## src/rtl/prot_unlock_pkg.sv

```systemverilog
package prot_unlock_pkg;

   // Progress of the three-byte key tracker
   typedef enum logic [1:0] {
      SEQ_WAIT0 = 2'd0,
      SEQ_WAIT1 = 2'd1,
      SEQ_WAIT2 = 2'd2
   } seq_step_e;

   localparam int unsigned KEY_BYTE_W = 8;

endpackage

```

## src/rtl/unlock_seq.sv

```systemverilog
module unlock_seq
   import prot_unlock_pkg::*;
#(
   parameter logic [KEY_BYTE_W-1:0] KEY0 = 8'h59,
   parameter logic [KEY_BYTE_W-1:0] KEY1 = 8'h16,
   parameter logic [KEY_BYTE_W-1:0] KEY2 = 8'h88
)(
   input  logic                  clk,
   input  logic                  rst_n,
   input  logic                  hit_i,
   input  logic [KEY_BYTE_W-1:0] byte_i,
   output logic                  open_o
);

   seq_step_e step_q, step_d;
   logic      open_q, open_d;
   logic      done;

   generate
      if (KEY0 == KEY1 || KEY1 == KEY2 || KEY0 == KEY2) begin : g_bad_key
         $error("unlock_seq: key bytes must all differ");
      end
   endgenerate

   always_comb begin
      step_d = step_q;
      open_d = open_q;
      done   = 1'b0;
      if (hit_i) begin
         unique case (step_q)
            SEQ_WAIT1: step_d = (byte_i == KEY1) ? SEQ_WAIT2 :
                                (byte_i == KEY0) ? SEQ_WAIT1 : SEQ_WAIT0;
            SEQ_WAIT2: begin
               done   = (byte_i == KEY2);
               step_d = (byte_i == KEY0) ? SEQ_WAIT1 : SEQ_WAIT0;
            end
            default:   step_d = (byte_i == KEY0) ? SEQ_WAIT1 : SEQ_WAIT0;
         endcase
         if (done)
            open_d = 1'b1;
         else if (open_q && byte_i != KEY0)
            open_d = 1'b0;
      end
   end

   always_ff @(posedge clk) begin
      if (!rst_n) begin
         step_q <= SEQ_WAIT0;
         open_q <= 1'b0;
      end else begin
         step_q <= step_d;
         open_q <= open_d;
      end
   end

   assign open_o = open_q;

   AST_OPEN_NEEDS_KEY: assert property (@(posedge clk) disable iff (!rst_n)
      $rose(open_q) |-> $past(hit_i) && $past(byte_i) == KEY2);
   AST_OPEN_ONLY_ON_WRITE: assert property (@(posedge clk) disable iff (!rst_n)
      !hit_i |=> $stable(open_q));
   AST_RELOCK_RULE: assert property (@(posedge clk) disable iff (!rst_n)
      (open_q && hit_i && byte_i == KEY0) |=> open_q);

endmodule

```

## src/rtl/por_guard.sv

```systemverilog
module por_guard #(
   parameter int unsigned          FIELD_W = 16,
   parameter logic [FIELD_W-1:0]   MAGIC   = 16'h5AA5
)(
   input  logic               clk,
   input  logic               rst_n,
   input  logic               hit_i,
   input  logic               open_i,
   input  logic               clr_i,
   input  logic [FIELD_W-1:0] data_i,
   output logic [FIELD_W-1:0] val_o,
   output logic               off_o
);

   logic [FIELD_W-1:0] val_q;

   always_ff @(posedge clk) begin
      if (!rst_n)
         val_q <= '0;
      else if (clr_i)
         val_q <= '0;
      else if (hit_i && open_i)
         val_q <= data_i;
   end

   assign val_o = val_q;
   assign off_o = (val_q == MAGIC);

   AST_LOCKED_HOLD: assert property (@(posedge clk) disable iff (!rst_n)
      (!open_i && !clr_i) |=> $stable(val_q));
   AST_EXT_CLEAR: assert property (@(posedge clk) disable iff (!rst_n)
      clr_i |=> (val_q == '0) && !off_o);

endmodule

```

## src/rtl/oneshot_bit.sv

```systemverilog
module oneshot_bit #(
   parameter int unsigned PULSE_CYCLES = 2
)(
   input  logic clk,
   input  logic rst_n,
   input  logic set_i,
   output logic pulse_o
);

   localparam int unsigned CNT_W = (PULSE_CYCLES > 1) ? $clog2(PULSE_CYCLES) : 1;
   localparam int unsigned RUN_W = $clog2(PULSE_CYCLES + 2) + 1;

   logic q;

   generate
      if (PULSE_CYCLES < 1) begin : g_bad_len
         $error("oneshot_bit: PULSE_CYCLES must be at least 1");
      end
      if (PULSE_CYCLES == 1) begin : g_single
         always_ff @(posedge clk) begin
            if (!rst_n) q <= 1'b0;
            else        q <= set_i;
         end
      end else begin : g_counted
         logic [CNT_W-1:0] cnt_q;
         always_ff @(posedge clk) begin
            if (!rst_n) begin
               q     <= 1'b0;
               cnt_q <= '0;
            end else if (set_i) begin
               q     <= 1'b1;
               cnt_q <= CNT_W'(PULSE_CYCLES - 1);
            end else if (q) begin
               if (cnt_q == '0) q <= 1'b0;
               else             cnt_q <= cnt_q - 1'b1;
            end
         end
      end
   endgenerate

   assign pulse_o = q;

   // Independent run-length count for the width check
   logic [RUN_W-1:0] run_q;
   always_ff @(posedge clk) begin
      if (!rst_n)
         run_q <= '0;
      else if (set_i)
         run_q <= RUN_W'(1);
      else if (q && run_q != '1)
         run_q <= run_q + 1'b1;
      else if (!q)
         run_q <= '0;
   end

   AST_PULSE_START: assert property (@(posedge clk) disable iff (!rst_n)
      set_i |=> q);
   AST_PULSE_WIDTH: assert property (@(posedge clk) disable iff (!rst_n)
      q |-> run_q <= RUN_W'(PULSE_CYCLES));

endmodule

```

## src/rtl/prot_unlock_ctrl.sv

```systemverilog
module prot_unlock_ctrl
   import prot_unlock_pkg::*;
#(
   parameter int unsigned        ADDR_W       = 12,
   parameter int unsigned        DATA_W       = 32,
   parameter int unsigned        POR_W        = 16,
   parameter logic [ADDR_W-1:0]  LOCK_ADDR    = 12'h100,
   parameter logic [ADDR_W-1:0]  POR_ADDR     = 12'h024,
   parameter logic [ADDR_W-1:0]  SHOT_ADDR    = 12'h008,
   parameter logic [POR_W-1:0]   POR_MAGIC    = 16'h5AA5,
   parameter int unsigned        PULSE_CYCLES = 2
)(
   input  logic              clk,
   input  logic              rst_n,
   input  logic              bus_wr,
   input  logic [ADDR_W-1:0] bus_addr,
   input  logic [DATA_W-1:0] bus_wdata,
   input  logic              ext_rst_evt,
   output logic              lock_open,
   output logic              prot_wr_ok,
   output logic [POR_W-1:0]  por_field,
   output logic              por_off,
   output logic              chip_rst_pulse,
   output logic              core_rst_pulse
);

   localparam int unsigned NUM_SHOT = 2;

   generate
      if (DATA_W < POR_W || DATA_W < KEY_BYTE_W || DATA_W < NUM_SHOT) begin : g_bad_data
         $error("prot_unlock_ctrl: DATA_W too narrow for the fields");
      end
      if (LOCK_ADDR == POR_ADDR || LOCK_ADDR == SHOT_ADDR || POR_ADDR == SHOT_ADDR) begin : g_bad_map
         $error("prot_unlock_ctrl: register addresses must differ");
      end
   endgenerate

   logic lock_hit, por_hit, shot_hit;
   logic open_w;
   logic [NUM_SHOT-1:0] shot_pulse;

   assign lock_hit = bus_wr && (bus_addr == LOCK_ADDR);
   assign por_hit  = bus_wr && (bus_addr == POR_ADDR);
   assign shot_hit = bus_wr && (bus_addr == SHOT_ADDR);

   unlock_seq u_seq (
      .clk    (clk),
      .rst_n  (rst_n),
      .hit_i  (lock_hit),
      .byte_i (bus_wdata[KEY_BYTE_W-1:0]),
      .open_o (open_w)
   );

   por_guard #(
      .FIELD_W (POR_W),
      .MAGIC   (POR_MAGIC)
   ) u_por (
      .clk    (clk),
      .rst_n  (rst_n),
      .hit_i  (por_hit),
      .open_i (open_w),
      .clr_i  (ext_rst_evt),
      .data_i (bus_wdata[POR_W-1:0]),
      .val_o  (por_field),
      .off_o  (por_off)
   );

   for (genvar i = 0; i < NUM_SHOT; i++) begin : g_shot
      oneshot_bit #(
         .PULSE_CYCLES (PULSE_CYCLES)
      ) u_bit (
         .clk     (clk),
         .rst_n   (rst_n),
         .set_i   (shot_hit && open_w && bus_wdata[i]),
         .pulse_o (shot_pulse[i])
      );
   end

   assign lock_open      = open_w;
   assign prot_wr_ok     = open_w;
   assign chip_rst_pulse = shot_pulse[0];
   assign core_rst_pulse = shot_pulse[1];

   AST_LOCKED_NO_PULSE: assert property (@(posedge clk) disable iff (!rst_n)
      (shot_hit && !lock_open && !chip_rst_pulse) |=> !chip_rst_pulse);

endmodule

```

## config.mk

```make
export PLATFORM = sky130hd
export DESIGN_NAME = prot_unlock_ctrl
export DESIGN_NICKNAME = d
export VERILOG_FILES = /design/src/rtl/prot_unlock_pkg.sv /design/src/rtl/unlock_seq.sv /design/src/rtl/por_guard.sv /design/src/rtl/oneshot_bit.sv /design/src/rtl/prot_unlock_ctrl.sv
export SDC_FILE = /design/constraint.sdc
export NUM_CORES = 1
export LEC_CHECK = 0
export ABC_AREA = 1
export ABC_CLOCK_PERIOD_IN_PS = 1300
export BUFFER_PORTS_ARGS = -buffer_cell sky130_fd_sc_hd__buf_4
export CAP_MARGIN = 20
export CELL_PAD_IN_SITES_DETAIL_PLACEMENT = 0
export CELL_PAD_IN_SITES_GLOBAL_PLACEMENT = 1
export CORE_MARGIN = 5
export CORE_UTILIZATION = 28
export DETAILED_ROUTE_END_ITERATION = 8
export PLACE_DENSITY = 0.77
export SKIP_LAST_GASP = 1
export SLEW_MARGIN = 40
export SYNTH_ARGS = -nofsm -noshare
export SYNTH_HDL_FRONTEND = slang
export SYNTH_SLANG_ARGS = --single-unit
```

## constraint.sdc

```tcl
create_clock -name clk -period 1.3 [get_ports clk]
set_clock_uncertainty 0.05 [all_clocks]
set_input_delay 0.13 -clock clk [delete_from_list [all_inputs] [get_ports clk]]
set_output_delay 0.13 -clock clk [all_outputs]
set_load 0.05 [all_outputs]
```

* Word-level counts from Yosys, hierarchy flattened
Cells that the tools add are included.
W data, S select, Z words.
** Word-level totals
- Memories kept :: 0
- Bits of input ports :: 48
- Output and inout bits :: 21
- Bits in registers :: 23
- Latch bits :: 0
- RAM bits :: 0
- Memory bits (read-only) :: 0
- Logic and storage cells :: 52
** Cells by class
- $lt $le $gt $ge :: 0
- Multipliers :: 0
- Reduce and logical (&&, ||, !) cells :: 13
- Div/mod/pow operators :: 0
- Equal/unequal tests :: 10
- Bitwise operators :: 1
- Muxes and demuxes :: 19
- Shift operators :: 0
- Add/subtract/negate cells :: 2
** Operators with widths (count)
- $mux W1 :: 17
- $eq A16 B15 Y1 const B :: 1
- $eq A12 B4 Y1 const B :: 1
- $eq A12 B6 Y1 const B :: 1
- $eq A12 B9 Y1 const B :: 1
- $eq A8 B5 Y1 const B :: 1
- $eq A8 B7 Y1 const B :: 1
- $eq A8 B8 Y1 const B :: 1
- $logic_and A1 B1 Y1 :: 8
- $ne A8 B7 Y1 const B :: 1
- $reduce_bool A2 Y1 :: 3
- $mux W2 :: 2
- $eq A2 B1 Y1 const B :: 1
- $eq A2 B2 Y1 const B :: 1
- $reduce_and A2 Y1 :: 1
- $reduce_or A2 Y1 :: 1
- $sub A1 B1 Y1 const B :: 2
- $not A1 Y1 :: 1

* Depth between registers and ports, before layout
- Depth in word-level cells :: 5
- Mapped depth :: 8
- Mapped depth without buffers :: 8

* By module
Synthesis repeated with hierarchy kept, for this count alone.
** Unflattened totals
- Cell total of the unflattened synthesis :: 178
- Area, all modules :: 1208.7 µm²
** Modules (own cells, without submodules)
- por_guard :: cells an instance 94, area an instance 732.0 µm², instances 1, seq. area each 320.3 µm²
- unlock_seq :: cells an instance 35, area an instance 200.2 µm², instances 1, seq. area each 60.1 µm²
- oneshot_bit :: cells an instance 9, area an instance 72.6 µm², instances 2, seq. area each 40.0 µm²
- prot_unlock_ctrl :: cells an instance 31, area an instance 131.4 µm², instances 1, seq. area each 0.0 µm²

* Least setup slack after synthesis
No wires, ideal clock.
- Path type :: reg-to-output
- From :: reg u_por.val_q[11] (netlist: u_por.val_o[11])
- To :: out por_off
- Slack :: -0.577 ns
- Data required time :: 1.120 ns
- Stages on the path, launching flop included :: 5
- Path buffers :: 0
- Arrival time :: 1.697 ns
- Cells stage by stage :: dfxtp_1 -> inv_1 -> nor4_1 -> nand2_1 -> nor2_1
** On the way
- Cells in the longest elaborated chain, start to end :: 1
** RTL lines
- start: declaration :: RTL line por_guard.sv:15 : logic [FIELD_W-1:0] val_q;
- start signal: assignment :: RTL line por_guard.sv:23 : val_q <= data_i;
- $eq A16 B15 Y1 :: RTL line por_guard.sv:27 : assign off_o = (val_q == MAGIC);
- end: declaration :: RTL line prot_unlock_ctrl.sv:22 : output logic por_off,
Every way passes these cells.

* Final worst setup path
- From :: reg u_por.val_q[6] (netlist: u_por.val_o[6])
- To :: out por_off
The elaborated chain is that of the path after synthesis.

==> results.ini <==
[global_routing]
grt_first_pass_wirelength_mm = 5.39
grt_pass1_vias = 1281
grt.overflow.total = 0
grt_max_degree = 33
grt.total_usage_pct = 10.9
grt_antenna_before_repair = 0

[route]
vias = 1274
route.detailed.drc = 0
wirelength_mm = 3.13
dr.pass1.iters = 4
final_antenna_net_count = 0
routedWlPerCell_um = 10.0
drtIter0Drc = 63
viasPerCell = 4.08

[floorplan]
dieArea_um2 = 5860
die_h_um = 76.6
die_w_um = 76.6
row_count = 24
ios = 69
core_um2 = 4320
start_util_pct = 28.7

[run]
cap_violations = 0

[synthesis]
syn_area_um2 = 1240
post_synth.cell_area_avg_um2 = 6.14
yosysTopAreaCellShare_pct = 37.1
synth_most_common_cell = nor2_1
synthCells = 202
synth_top_flop_cell = dfxtp_1
synthDistinctLibCells = 18
async_flop_share_pct = 0
synth-seq-area-share_pct = 37.1
synth-edff-count = 0
synth_area_leaders = dfxtp_1 (37%), nor2_1 (15%), nand2_1 (15%), inv_1 (10%), nand2_2 (6.0%)
yosys_warnings = 0
synth_seq_cells = 23
synth_top_area_cell = dfxtp_1
synth_nets = 250
ys_top_cells_by_count = nor2_1 (51), nand2_1 (48), inv_1 (33)

[finish]
nNetsFinal = 309
layout.filler_cells = 493
areaGrowthSynthToFinish_pct = 47.8
layout-drive-gt1-share_pct = 38.1
utilization_pct = 42.4
diodes = 0

[clock_tree]
cts_buffers = 3
cts_hold_buf = 0
cts-root-buf = clkbuf_8
clkLatencyLatePin_ns = 0.26
clock_sinks = 23
cts.reportedPaths.clkPinSlew_ns = 0.08
max-clock-path-buffers = 2
ctsHtreeMaxLevel = 1
cts_tree = built

[setup_path]
slowest_delay_ns = 0.34
worstPathArrival_ns = 1.26
path_cells = nor4_4 -> nand2_2 -> nor2_4 -> buf_8
path_buf_inv = 1
cp_max_fo = 2
crit_path_end_kind = output port
worst-setup-path-type = flop to output port
startpoint_type = flop
cp.required_ns = 1.12
slowest_stage = dfxtp_2
crit_family = simple AND/OR/NAND/NOR gates

[timing]
max_freq_mhz = 693
hold_violations = 0
tightest_slew_ns = 0.645
rsz0062_at_grt = true
whs_ns = 0.0318
setup_viol = 1
maxSlewViolCount = 0
finalWorstSetupSlack_ns = -0.143
max_slew_margin_pct = 56.9
layout_min_cycle_time_ns = 1.44
fin_crit_sh_pct = 111

[outcome]
status = complete, but fails checks
violations = setup timing

[place]
gp_congestion = 0.735
port_buffers = 52
dp_hpwl_mm = 2.51
dp_slack_ns = 0.0548

[pwr]
ir_drop_v = 0.000513
p_total_w = 0.00129
powerDensity_nw_per_um2 = 701
leakagePower_nw = 0.929

[worst_hold_path]
hp-class = input port to flop

cell families (layout without fill, tap and decap cells):
group           Yosys count  after routing  share of synthesized area (%)
compound gates            5              5                           2.02
simple gates            135            135                           47.4
buf+inv                  39             97                           13.5
flops                    23             23                           37.1
per-stage QoR:
| step | cell area, um2 | std cells | TNS, ns |
|---|---|---|---|
| finish | 1830 | 312 | -0.143 |
| global route | 1830 | 312 | -0.220 |
| CTS | 1810 | 312 | -0.157 |
| detailed placement | 1730 | 306 | 0 |
| global placement | 1730 | 306 | 0 |
| floorplan | 1260 | 202 | -0.0827 |
repair_timing:
item | in CTS | in global routing
setup endpoints to repair | 1 | 1
pin swaps | 5 | 3
setup buffers | 2 | 0
gates resized for setup | 7 | 6
power breakdown:
part | leakage [nW] | internal (W) | switching (W)
combinational | 0.715 | 0.0000783 | 0.0000642
clock | 0.0228 | 0.000219 | 0.000221
sequential | 0.191 | 0.000703 | 0.00000000911
total | 0.929 | 0.00100 | 0.000285
layout by cell type, fill, tap and decap left out, types with 4 or more instances in the layout:
cell type  count
nor2_2         4
buf_4         57
inv_2          4
inv_1         30
a21oi_1        5
dfxtp_1       12
nand2_2       13
nor2_1        50
nand3_1       11
nand2_1       47
dfxtp_2       11
tightest hold or removal path, cell delays in order:
cell    delay, ns
buf_4        0.08
nor2_1       0.03
nor2_1       0.08
final cells by class:
class,count,area [um2],share of cell area [%]
Timing Repair Buffer,59,463,25.2
Clock buffer,4,45.0,2.46
Inverter,34,128,6.96
Multi-Input combinational cell,140,659,35.9
Tap cell,52,65.1,3.55
Sequential cell,23,474,25.9
state kept, by name (all words and copies together) (netlist names):
signal / flops
g_shot.u_bit.g_counted.cnt_q: 2
g_shot.u_bit.pulse_o: 2
u_por.val_o: 16
u_seq.open_o: 1
u_seq.step_q: 2
metal layers:
metal	vias to the layer above	GRT usage, %	share of wire [%]
li1	712	-	-
met3	5	3.55	5.1
met2	27	19.4	48
met1	530	12.5	46
met5	-	0	0
met4	0	2.62	1.1
path summary, 6_finish.rpt:
| path | startpoint | to | cells past startpoint | slack [ns] |
|---|---|---|---|---|
| max reg2reg | u_seq.open_o | u_por.val_o[2] | 6 | 0.17 |
| min reg2reg | g_shot[1].u_bit.g_counted.cnt_q | g_shot[1].u_bit.pulse_o | 2 | 0.41 |
| max | u_por.val_o[6] | por_off | 4 | -0.14 |
| min | bus_wdata[11] | u_por.val_o[11] | 3 | 0.03 |
Power figures use the tool's default switching activity.
